<file path="config.mk">
export PLATFORM = sky130hd
export DESIGN_NAME = pmu_dual_ctr
export DESIGN_NICKNAME = d
export VERILOG_FILES = /design/src/rtl/pmu_pkg.sv /design/src/rtl/pmu_evt_filter.sv /design/src/rtl/pmu_counter.sv /design/src/rtl/pmu_dual_ctr.sv
export SDC_FILE = /design/constraint.sdc
export NUM_CORES = 1
export LEC_CHECK = 0
export ABC_AREA = 1
export BUFFER_PORTS_ARGS = -buffer_cell sky130_fd_sc_hd__buf_2
export CAP_MARGIN = 20
export CORE_ASPECT_RATIO = 1.75
export CORE_MARGIN = 1
export CORE_UTILIZATION = 60
export DETAILED_ROUTE_END_ITERATION = 8
export PLACE_DENSITY_LB_ADDON = 0.3
export SLEW_MARGIN = 40
export SYNTH_ARGS = -nofsm -noshare
export SYNTH_HDL_FRONTEND = slang
export SYNTH_SLANG_ARGS = --single-unit
</file>
<file path="constraint.sdc">
create_clock -name clk -period 10.7 [get_ports clk]
set_clock_uncertainty 0.05 [all_clocks]
set_input_delay 2.675 -clock clk [delete_from_list [all_inputs] [get_ports clk]]
set_output_delay 2.675 -clock clk [all_outputs]
set_load 0.02 [all_outputs]
</file>
<file path="src/rtl/pmu_pkg.sv">
package pmu_pkg;
  localparam int NCTR     = 2;
  localparam int CTR_W    = 40;
  localparam int REG_W    = 32;
  localparam int ADDR_W   = 3;
  localparam int STAT_IDX = 6;

  typedef struct packed {
    logic [7:0] cmask;
    logic       inv;
    logic       en;
    logic       rsv21;
    logic       intr;
    logic       rsv19;
    logic       edg;
    logic       os;
    logic       usr;
    logic [7:0] umask;
    logic [7:0] evt;
  } pmu_sel_t;

  localparam logic [31:0] SEL_WMASK = 32'hFFD7_FFFF;
endpackage

</file>
<file path="src/rtl/pmu_evt_filter.sv">
module pmu_evt_filter
  import pmu_pkg::*;
#(
  parameter int CTR_IDX   = 0,
  parameter int NUM_LANES = 4,
  parameter int CNT_W     = 4,
  localparam int SUM_W    = $clog2(NUM_LANES * ((1 << CNT_W) - 1) + 1)
) (
  input  logic                       clk,
  input  logic                       rst,
  input  pmu_sel_t                   sel,
  input  logic                       global_en,
  input  logic [NUM_LANES-1:0]       ev_valid,
  input  logic [NUM_LANES*8-1:0]     ev_code,
  input  logic [NUM_LANES*8-1:0]     ev_unit,
  input  logic [NUM_LANES*CNT_W-1:0] ev_cnt,
  input  logic                       priv_kernel,
  output logic [SUM_W-1:0]           inc
);
  logic [SUM_W-1:0] sum;
  logic             priv_ok, allowed, cmp, prev_cmp, fire;

  always_comb begin
    sum = '0;
    for (int i = 0; i < NUM_LANES; i++) begin
      if (ev_valid[i] && ev_code[i*8 +: 8] == sel.evt &&
          (sel.umask == 8'h00 || (ev_unit[i*8 +: 8] & sel.umask) != 8'h00))
        sum = sum + SUM_W'(ev_cnt[i*CNT_W +: CNT_W]);
    end
  end

  generate
    if (CTR_IDX == 0) begin : g_rule0
      assign allowed = !(sel.evt >= 8'h11 && sel.evt <= 8'h13);
    end else begin : g_rule1
      assign allowed = (sel.evt != 8'hC1);
    end
  endgenerate

  assign priv_ok = priv_kernel ? sel.os : sel.usr;

  always_comb begin
    if (sel.cmask == 8'h00)
      cmp = priv_ok && (sum != '0);
    else if (sel.inv)
      cmp = priv_ok && (int'(sum) < int'(sel.cmask));
    else
      cmp = priv_ok && (int'(sum) >= int'(sel.cmask));
  end

  always_ff @(posedge clk) begin
    if (rst) prev_cmp <= 1'b0;
    else     prev_cmp <= cmp;
  end

  assign fire = sel.edg ? (cmp && !prev_cmp) : cmp;

  always_comb begin
    if (!global_en || !allowed)
      inc = '0;
    else if (sel.cmask == 8'h00 && !sel.edg)
      inc = priv_ok ? sum : '0;
    else
      inc = {{(SUM_W-1){1'b0}}, fire};
  end

  // an edge-mode counter never adds on two consecutive cycles
  p_edge_single_r6: assert property (@(posedge clk) disable iff (rst)
    (sel.edg && sel.cmask != 8'h00 && inc != '0) |=> !(sel.edg && sel.cmask != 8'h00 && $stable(sel) && inc != '0));
endmodule

</file>
<file path="src/rtl/pmu_counter.sv">
module pmu_counter
  import pmu_pkg::*;
#(
  parameter int SUM_W = 6
) (
  input  logic             clk,
  input  logic             rst,
  input  logic             sel_we,
  input  logic             cnt_we,
  input  logic [REG_W-1:0] wdata,
  input  logic [SUM_W-1:0] inc,
  output pmu_sel_t         sel_q,
  output logic [CTR_W-1:0] cnt_q,
  output logic             ovf
);
  logic [CTR_W:0] nxt;

  assign nxt = {1'b0, cnt_q} + (CTR_W+1)'(inc);
  assign ovf = !cnt_we && nxt[CTR_W];

  always_ff @(posedge clk) begin
    if (rst) begin
      sel_q <= '0;
      cnt_q <= '0;
    end else begin
      if (sel_we) sel_q <= pmu_sel_t'(wdata & SEL_WMASK);
      if (cnt_we) cnt_q <= {{(CTR_W-REG_W){wdata[REG_W-1]}}, wdata};
      else        cnt_q <= nxt[CTR_W-1:0];
    end
  end

  p_sext_r9: assert property (@(posedge clk) disable iff (rst)
    cnt_we |=> cnt_q == {{(CTR_W-REG_W){$past(wdata[REG_W-1])}}, $past(wdata)});

  p_wrap_r11: assert property (@(posedge clk) disable iff (rst)
    ovf |=> cnt_q < (CTR_W)'(1 << SUM_W));
endmodule

</file>
<file path="src/rtl/pmu_dual_ctr.sv">
module pmu_dual_ctr
  import pmu_pkg::*;
#(
  parameter int NUM_LANES = 4,
  parameter int CNT_W     = 4,
  localparam int SUM_W    = $clog2(NUM_LANES * ((1 << CNT_W) - 1) + 1)
) (
  input  logic                       clk,
  input  logic                       rst,
  input  logic                       reg_we,
  input  logic [ADDR_W-1:0]          reg_addr,
  input  logic [REG_W-1:0]           reg_wdata,
  output logic [REG_W-1:0]           reg_rdata,
  input  logic [NUM_LANES-1:0]       ev_valid,
  input  logic [NUM_LANES*8-1:0]     ev_code,
  input  logic [NUM_LANES*8-1:0]     ev_unit,
  input  logic [NUM_LANES*CNT_W-1:0] ev_cnt,
  input  logic                       priv_kernel,
  output logic                       irq_o
);
  pmu_sel_t         sel_q [NCTR];
  logic [CTR_W-1:0] cnt_q [NCTR];
  logic [SUM_W-1:0] inc   [NCTR];
  logic [NCTR-1:0]  ovf, sel_we, cnt_we, int_hit;
  logic [NCTR-1:0]  ovf_flag;
  logic             irq_mask;
  logic             stat_we;

  assign stat_we = reg_we && reg_addr == ADDR_W'(STAT_IDX);

  generate
    for (genvar g = 0; g < NCTR; g++) begin : g_ctr
      assign sel_we[g]  = reg_we && reg_addr == ADDR_W'(g);
      assign cnt_we[g]  = reg_we && reg_addr == ADDR_W'(2 + 2*g);
      assign int_hit[g] = ovf[g] && sel_q[g].intr;

      pmu_evt_filter #(
        .CTR_IDX(g), .NUM_LANES(NUM_LANES), .CNT_W(CNT_W)
      ) u_filt (
        .clk(clk), .rst(rst), .sel(sel_q[g]), .global_en(sel_q[0].en),
        .ev_valid(ev_valid), .ev_code(ev_code), .ev_unit(ev_unit),
        .ev_cnt(ev_cnt), .priv_kernel(priv_kernel), .inc(inc[g])
      );

      pmu_counter #(.SUM_W(SUM_W)) u_cnt (
        .clk(clk), .rst(rst), .sel_we(sel_we[g]), .cnt_we(cnt_we[g]),
        .wdata(reg_wdata), .inc(inc[g]), .sel_q(sel_q[g]),
        .cnt_q(cnt_q[g]), .ovf(ovf[g])
      );

      always_ff @(posedge clk) begin
        if (rst)                                ovf_flag[g] <= 1'b0;
        else if (ovf[g])                        ovf_flag[g] <= 1'b1;
        else if (stat_we && reg_wdata[g])       ovf_flag[g] <= 1'b0;
      end

      p_stop_r8: assert property (@(posedge clk) disable iff (rst)
        (sel_q[g] == '0 && !cnt_we[g]) |=> $stable(cnt_q[g]));

      p_gate_r7: assert property (@(posedge clk) disable iff (rst)
        (!sel_q[0].en && !cnt_we[g]) |=> $stable(cnt_q[g]));

      p_rsv_zero_r2: assert property (@(posedge clk) disable iff (rst)
        !sel_q[g].rsv19 && !sel_q[g].rsv21);
    end
  endgenerate

  always_ff @(posedge clk) begin
    if (rst) begin
      irq_o    <= 1'b0;
      irq_mask <= 1'b0;
    end else begin
      irq_o <= (|int_hit) && !irq_mask;
      if ((|int_hit) && !irq_mask)          irq_mask <= 1'b1;
      else if (stat_we && reg_wdata[NCTR])  irq_mask <= 1'b0;
    end
  end

  logic [REG_W-1:0] rd_mux;
  always_comb begin
    rd_mux = '0;
    if (reg_addr == ADDR_W'(STAT_IDX))
      rd_mux = REG_W'({irq_mask, ovf_flag});
    for (int c = 0; c < NCTR; c++) begin
      if (reg_addr == ADDR_W'(c))       rd_mux = REG_W'(sel_q[c]);
      if (reg_addr == ADDR_W'(2 + 2*c)) rd_mux = cnt_q[c][REG_W-1:0];
      if (reg_addr == ADDR_W'(3 + 2*c)) rd_mux = REG_W'(cnt_q[c][CTR_W-1:REG_W]);
    end
  end

  always_ff @(posedge clk) begin
    if (rst) reg_rdata <= '0;
    else     reg_rdata <= rd_mux;
  end

  p_irq_pulse_r12: assert property (@(posedge clk) disable iff (rst)
    irq_o |=> !irq_o);

  p_irq_masks_r12: assert property (@(posedge clk) disable iff (rst)
    irq_o |-> irq_mask);
endmodule

</file>
==> After elaboration in Yosys (flattened, before gate mapping) <==
Cells that the tools add are included.
{ "word_totals": {"regBits": 178, "latch_bits": 0, "ramBits": 0, "romBits": 0, "in_bits": 123, "memories": 0} }
{ "op_classes": {"add_sub_neg": 8, "multipliers": 0, "n_div": 0, "n_lt_le_gt_ge": 6, "eq_ne": 15, "shift": 0, "muxes": 37, "n_bitwise": 8, "reduce_logical": 79} }
{ "ops": {"columns": ["operator", "count"], "rows": [
  ["32-bit 2-to-1 mux", 5],
  ["40-bit by 6-bit adder with 41-bit output", 2],
  ["40-bit 2-to-1 mux", 2],
  ["6-bit 2-to-1 mux", 12],
  ["8-bit bitwise AND", 8],
  ["8-bit == test", 8],
  ["8-bit nonzero test", 8],
  ["1-bit logical AND", 40],
  ["8-bit zero test", 4],
  ["6-bit by 4-bit adder with 6-bit output", 4],
  ["6-bit by 8-bit >= comparator with 1-bit output", 2],
  ["6-bit by 8-bit less-than comparator with 1-bit output", 2],
  ["1-bit 2-to-1 mux", 14],
  ["6-bit nonzero test", 2],
  ["4-bit by 4-bit adder with 5-bit output", 2],
  ["1-bit logical OR", 10],
  ["3-bit == test (second input constant)", 3],
  ["1-bit zero test", 9],
  ["8-bit by 5-bit >= comparator with 1-bit output (second input constant)", 1],
  ["8-bit by 5-bit less-or-equal comparator with 1-bit output (second input constant)", 1],
  ["4-bit 2-to-1 mux", 2],
  ["8-bit 2-to-1 mux", 1],
  ["8-bit inequality test (second input constant)", 1],
  ["3-bit by 2-bit == test with 1-bit output (second input constant)", 2],
  ["other kinds (5)", 8]
]} }

==> Depth between registers and ports, before layout <==
{ "logic_depth": {"depth_word": 25, "depth_mapped": 57} }

==> By module <==
Synthesis repeated with hierarchy kept, for this count alone.
{ "hier_totals": {"cells_unflattened": 2337, "area_unflattened_um2": 14194.9} }
{ "modules_own_cells": {"columns": ["module", "n_inst", "cells_per_inst", "area_each_um2"], "rows": [
  ["pmu_counter at g_ctr[0].u_cnt", 1, 621, 3941.3],
  ["pmu_counter at g_ctr[1].u_cnt", 1, 613, 3906.2],
  ["pmu_dual_ctr", 1, 305, 2249.7],
  ["pmu_evt_filter at g_ctr[0].u_filt", 1, 409, 2065.7],
  ["pmu_evt_filter at g_ctr[1].u_filt", 1, 389, 2031.9]
]} }

==> Least setup slack after synthesis <==
OpenSTA, ideal clock, no wires.
{ "synth_timing": {"path_kind": "input to register", "startpoint": "input port ev_code[5]", "endpoint": "register g_ctr[0].u_cnt.cnt_q[34]", "arrival_time_ps": 8875, "required_time_ps": 10580, "setup_slack_ps": 1704, "cell_stages": 55, "n_path_buf": 0, "path_cell_list": "inv_1 > nand2_1 > nand2_1 > nor2_1 > nand2_1 > nor2_2 > nand4_1 > inv_1 > ha_1 > inv_1 > fa_1 > xnor2_1 > inv_1 > nand4_1 > nand2_1 > inv_1 > ha_1 > a21oi_1 > [19 not listed] > nor2_1 > nand2_2 > a21oi_2 > ha_1 > fa_1 > nand3_1 > nand2_1 > a21oi_1 > inv_2 > nand2_1 > nor2_1 > nand2_1 > nor2_2 > nand4_1 > nor2_1 > a21oi_1 > o21ai_0 > a21oi_1"} }
{ "synth_via": {"elab_chain_cells": 20} }
{ "synth_rtl": {"columns": ["element", "line_no", "source"], "rows": [
  ["start, declared", "pmu_dual_ctr.sv:15", "input logic [NUM_LANES*8-1:0] ev_code,"],
  ["8-bit == test *", "pmu_evt_filter.sv:26", "if (ev_valid[i] && ev_code[i*8 +: 8] == sel.evt &&"],
  ["1-bit logical AND * (2 in a row)", "pmu_evt_filter.sv:26", null],
  ["4-bit 2-to-1 mux *", "pmu_evt_filter.sv:26", null],
  ["4-bit by 4-bit adder with 5-bit output", "pmu_evt_filter.sv:28", "sum = sum + SUM_W'(ev_cnt[i*CNT_W +: CNT_W]);"],
  ["6-bit 2-to-1 mux *", "pmu_evt_filter.sv:26", null],
  ["6-bit by 4-bit adder with 6-bit output", "pmu_evt_filter.sv:28", null],
  ["6-bit 2-to-1 mux *", "pmu_evt_filter.sv:26", null],
  ["6-bit by 4-bit adder with 6-bit output", "pmu_evt_filter.sv:28", null],
  ["[3 not listed]", null, null],
  ["1-bit 2-to-1 mux", "pmu_evt_filter.sv:45", "else if (sel.inv)"],
  ["1-bit 2-to-1 mux", "pmu_evt_filter.sv:43", "if (sel.cmask == 8'h00)"],
  ["1-bit logical AND", "pmu_evt_filter.sv:56", "assign fire = sel.edg ? (cmp && !prev_cmp) : cmp;"],
  ["1-bit 2-to-1 mux", "pmu_evt_filter.sv:56", null],
  ["6-bit 2-to-1 mux *", "pmu_evt_filter.sv:61", "else if (sel.cmask == 8'h00 && !sel.edg)"],
  ["6-bit 2-to-1 mux *", "pmu_evt_filter.sv:59", "if (!global_en || !allowed)"],
  ["40-bit by 6-bit adder with 41-bit output *", "pmu_counter.sv:18", "assign nxt = {1'b0, cnt_q} + (CTR_W+1)'(inc);"],
  ["40-bit 2-to-1 mux *", "pmu_counter.sv:27", "if (cnt_we) cnt_q <= {{(CTR_W-REG_W){wdata[REG_W-1]}}, wdata};"],
  ["end signal, assigned", "pmu_counter.sv:27", null],
  ["end signal, assigned", "pmu_counter.sv:28", "else cnt_q <= nxt[CTR_W-1:0];"],
  ["end, declared", "pmu_counter.sv:13", "output logic [CTR_W-1:0] cnt_q,"]
]} }
Mark *: on every way between the ends. The rest lies on a longest branch, timed or not.
A chain may end at the register's enable or synchronous reset.

==> Final worst setup path <==
{ "layout_timing": {"startpoint": "input port ev_unit[6]", "endpoint": "register g_ctr[0].u_cnt.cnt_q[30]"} }
{ "layout_via": {"elab_chain_cells": 21} }
{ "layout_rtl": {"columns": ["element", "line_no", "source"], "rows": [
  ["start, declared", "pmu_dual_ctr.sv:16", "input logic [NUM_LANES*8-1:0] ev_unit,"],
  ["8-bit bitwise AND *", "pmu_evt_filter.sv:27", "(sel.umask == 8'h00 || (ev_unit[i*8 +: 8] & sel.umask) != 8'h00))"],
  ["8-bit nonzero test *", "pmu_evt_filter.sv:27", null],
  ["1-bit logical OR *", "pmu_evt_filter.sv:27", null],
  ["1-bit logical AND *", "pmu_evt_filter.sv:26", null],
  ["4-bit 2-to-1 mux *", "pmu_evt_filter.sv:26", null],
  ["4-bit by 4-bit adder with 5-bit output", "pmu_evt_filter.sv:28", null],
  ["6-bit 2-to-1 mux *", "pmu_evt_filter.sv:26", null],
  ["6-bit by 4-bit adder with 6-bit output", "pmu_evt_filter.sv:28", null],
  ["[5 not listed]", null, null],
  ["1-bit 2-to-1 mux", "pmu_evt_filter.sv:45", null],
  ["1-bit 2-to-1 mux", "pmu_evt_filter.sv:43", null],
  ["1-bit logical AND", "pmu_evt_filter.sv:56", null],
  ["1-bit 2-to-1 mux", "pmu_evt_filter.sv:56", null],
  ["6-bit 2-to-1 mux *", "pmu_evt_filter.sv:61", null],
  ["6-bit 2-to-1 mux *", "pmu_evt_filter.sv:59", null],
  ["40-bit by 6-bit adder with 41-bit output *", "pmu_counter.sv:18", null],
  ["40-bit 2-to-1 mux *", "pmu_counter.sv:27", null]
]} }
Marks and branches as above.

==> metrics.txt <==
routed len/inst 20.7 um; Clock Latency Late Sink 0.45 ns; VDD IR max 0.177 mV; ranking of synthesized cells by area dfxtp_1 (27%), nand2_1 (15%), inv_1 (7.7%); final net count 2383; vias per cell 5.95; Clock Sinks 178; first-pass GRT wire length 78900 um; Most common cell on crit path nand2_1; Synth Register Bits 178; Main synth FF type dfxtp_1; Post-Route WL 51900 um; Port Buf Inserts 155; Die Ht 197 um; top-area cell type share of the netlist area 0.272; Routability Congestion 1.07; fin crit share 0.956; # H-tree levels 4; number of distinct library cells after synthesis 53; Die ar. 22400 sq um; Slew headroom 0.439; count leader, synth nand2_1; r2r setup slk 2.12 ns; Post-Syn Area 13100 sq um; RSZ-0062 raised after global routing no; Die Wd 114 um; Ys Warns 0; Max-cap violations 0; largest net degree at the start of global routing 126; CP max-delay cell nand3_1; vias post-DR 14.9k; startpoint class of the critical path input port; Reg2Reg Depth 52; Avg Cell Area, Syn 6.30 sq um; Leak Pwr 7.38 nW; # IOs 156; number of synthesized flops with an enable pin 0; initial core utilization 0.611; Post-Synth Simple-Gate Area 0.338; asr flop ratio synth 0; Post-Syn Nets 2255; share of layout cells above drive strength 1 0.132; initial drt markers 1338; Reg clk slew, reported paths 0.07 ns; worst hold path class reg -> reg; Power Dens Cells 106 nW/um^2; CP Max Fanout 4; Final setup viols 0; DR pass1 iterations 6; core area 21400 sq um; Crit Reg-Reg Startpoint g_ctr[0].u_cnt.sel_q[15]; Final HPWL DP 39500 um; Max Slew Vio Count 0; antenna violations before repair 1; endpoint class of the critical path flop; Fmax 0.0977 GHz; fin crit period 10.23 ns; hold_buf cts 0; drc violations 0; post-synthesis sequential area ratio 0.272; final design utilization 0.687; Synth Area in XOR/XNOR 0.0502; number of global-route vias before repair 14.4k; CP required 10.99 ns; post-synthesis adder-cell area fraction 0.0581; post-synthesis compound-gate area fraction 0.182; top cells by count, synth nand2_1 (540), inv_1 (268), nor2_1 (218); CTS root buffer clkbuf_16; hold path depth 2; critical path arrival 10.53 ns; GR Util All Layers 0.475; CTS tree yes; final hold viol count 0; Hold Crit Endpoint g_ctr[0].u_cnt.sel_q[17]; grt ovf 0; min-delay src g_ctr[0].u_cnt.sel_q[17]; status finished, final reports clean; largest family of logic cells by synthesized area simple AND/OR/NAND/NOR gates; CP max stage delay 0.43 ns; setup tns final 0 ns; crit path kind in -> reg; dominant cell type by area after synthesis dfxtp_1; Final ANT Viol Nets 0; P&R area growth vs syn 12.5%; R2R Path End g_ctr[0].u_cnt.cnt_q[30]; slew of the pin with the lowest slew margin 0.836 ns; CTS Buf Count 17; Clock Tree Buf Depth 2; post-synthesis mux area share 0; Rows 71; synthesized instance count 2076
==> cells by family (layout without fill, tap and decap cells) <==
kind of cell | count (synthesis) | in the layout
simple gates | 1008 | 1008
compound gates | 416 | 416
buf+inv | 343 | 484
flops | 178 | 178
xor+xnor | 75 | 75
fa+ha+maj | 56 | 56
other cells | 0 | 2
==> placed cells by master, fill, tap and decap left out, types with 17 or more instances in the layout <==
| cell | n |
|---|---|
| nand2_1 | 540 |
| ha_1 | 47 |
| nand3_1 | 84 |
| o21bai_1 | 41 |
| a21oi_1 | 159 |
| nor3_1 | 26 |
| inv_1 | 267 |
| dfxtp_1 | 178 |
| clkbuf_16 | 17 |
| buf_2 | 155 |
| nor2_2 | 17 |
| o21ai_0 | 138 |
| xnor2_1 | 23 |
| xor2_1 | 51 |
| nand4_1 | 44 |
| nor4_1 | 17 |
| nor2_1 | 213 |
==> through the flow <==
stage               setup WS (ns)  area, sq um  total power [mW]  hold slack [ns]  cells
global placement            0.237        14100             0.955            0.407   2475
CTS                         0.489        14700              1.55            0.419   2507
finish                      0.467        14700              1.57            0.422   2511
global route              0.00922        14700              1.61            0.439   2509
detailed placement         0.0591        14100             0.960            0.408   2475
floorplan                    1.70        13100             0.857            0.389   2076
==> worst max-delay path, delay by kind of cell <==
kind / cells / cell delay (ns)
fa+ha+maj: 7 / 2.03
simple gates: 26 / 3.54
compound gates: 7 / 1.04
xor+xnor: 3 / 0.43
buf+inv: 9 / 0.76
==> flip-flops by register name, summed over array words and instances, names as in the netlist <==
name                   cells
g_ctr.u_cnt.cnt_q         80
g_ctr.u_filt.prev_cmp      2
reg_rdata                 32
irq_o                      1
ovf_flag                   2
g_ctr.u_cnt.sel_q         60
irq_mask                   1
==> power breakdown <==
part / switching, mW / internal, mW
combinational: 0.177 / 0.0774
clock: 0.277 / 0.328
sequential: 0.0262 / 0.682
==> how the worst max path moves through the flow <==
stage	start	endpoint	slack [ns]	cells after the start
finish	ev_unit[6]	g_ctr[0].u_cnt.cnt_q[30]	0.47	52
global route	ev_code[6]	irq_o	0.009	52
CTS	ev_code[6]	g_ctr[0].u_cnt.cnt_q[34]	0.49	54
detailed placement	ev_code[6]	g_ctr[0].u_cnt.cnt_q[34]	0.06	54
global placement	ev_code[6]	g_ctr[0].u_cnt.cnt_q[34]	0.24	54
floorplan	ev_code[5]	g_ctr[0].u_cnt.cnt_q[34]	1.70	55
==> timing repair <==
| item | 4_1_cts | 5_1_grt |
|---|---|---|
| setup buffers | 0 | 2 |
| gates resized for setup | 0 | 6 |
| endpoints found under the setup margin | 0 | 9 |
==> cell type report <==
class                           count  area [sq um]
Inverter                          283          1060
Clock buffer                       21           450
Sequential cell                   178          3560
Tap cell                          292           365
Antenna cell                        2          5.00
Fill cell                        1983          6690
Clock inverter                     11           106
Multi-Input combinational cell   1555          8280
Timing Repair Buffer              169           885
==> layer usage <==
| metal | wire (um) | part of all wire | up-vias | global-route usage |
|---|---|---|---|---|
| li1 | - | - | 7029 | - |
| met1 | 16600 | 0.32 | 6710 | 0.455 |
| met2 | 24700 | 0.47 | 859 | 0.791 |
| met3 | 4980 | 0.096 | 333 | 0.146 |
| met4 | 5660 | 0.11 | 2 | 0.469 |
| met5 | 39 | 0.00075 | - | 0.0138 |
(Power assumes the default switching activity.)
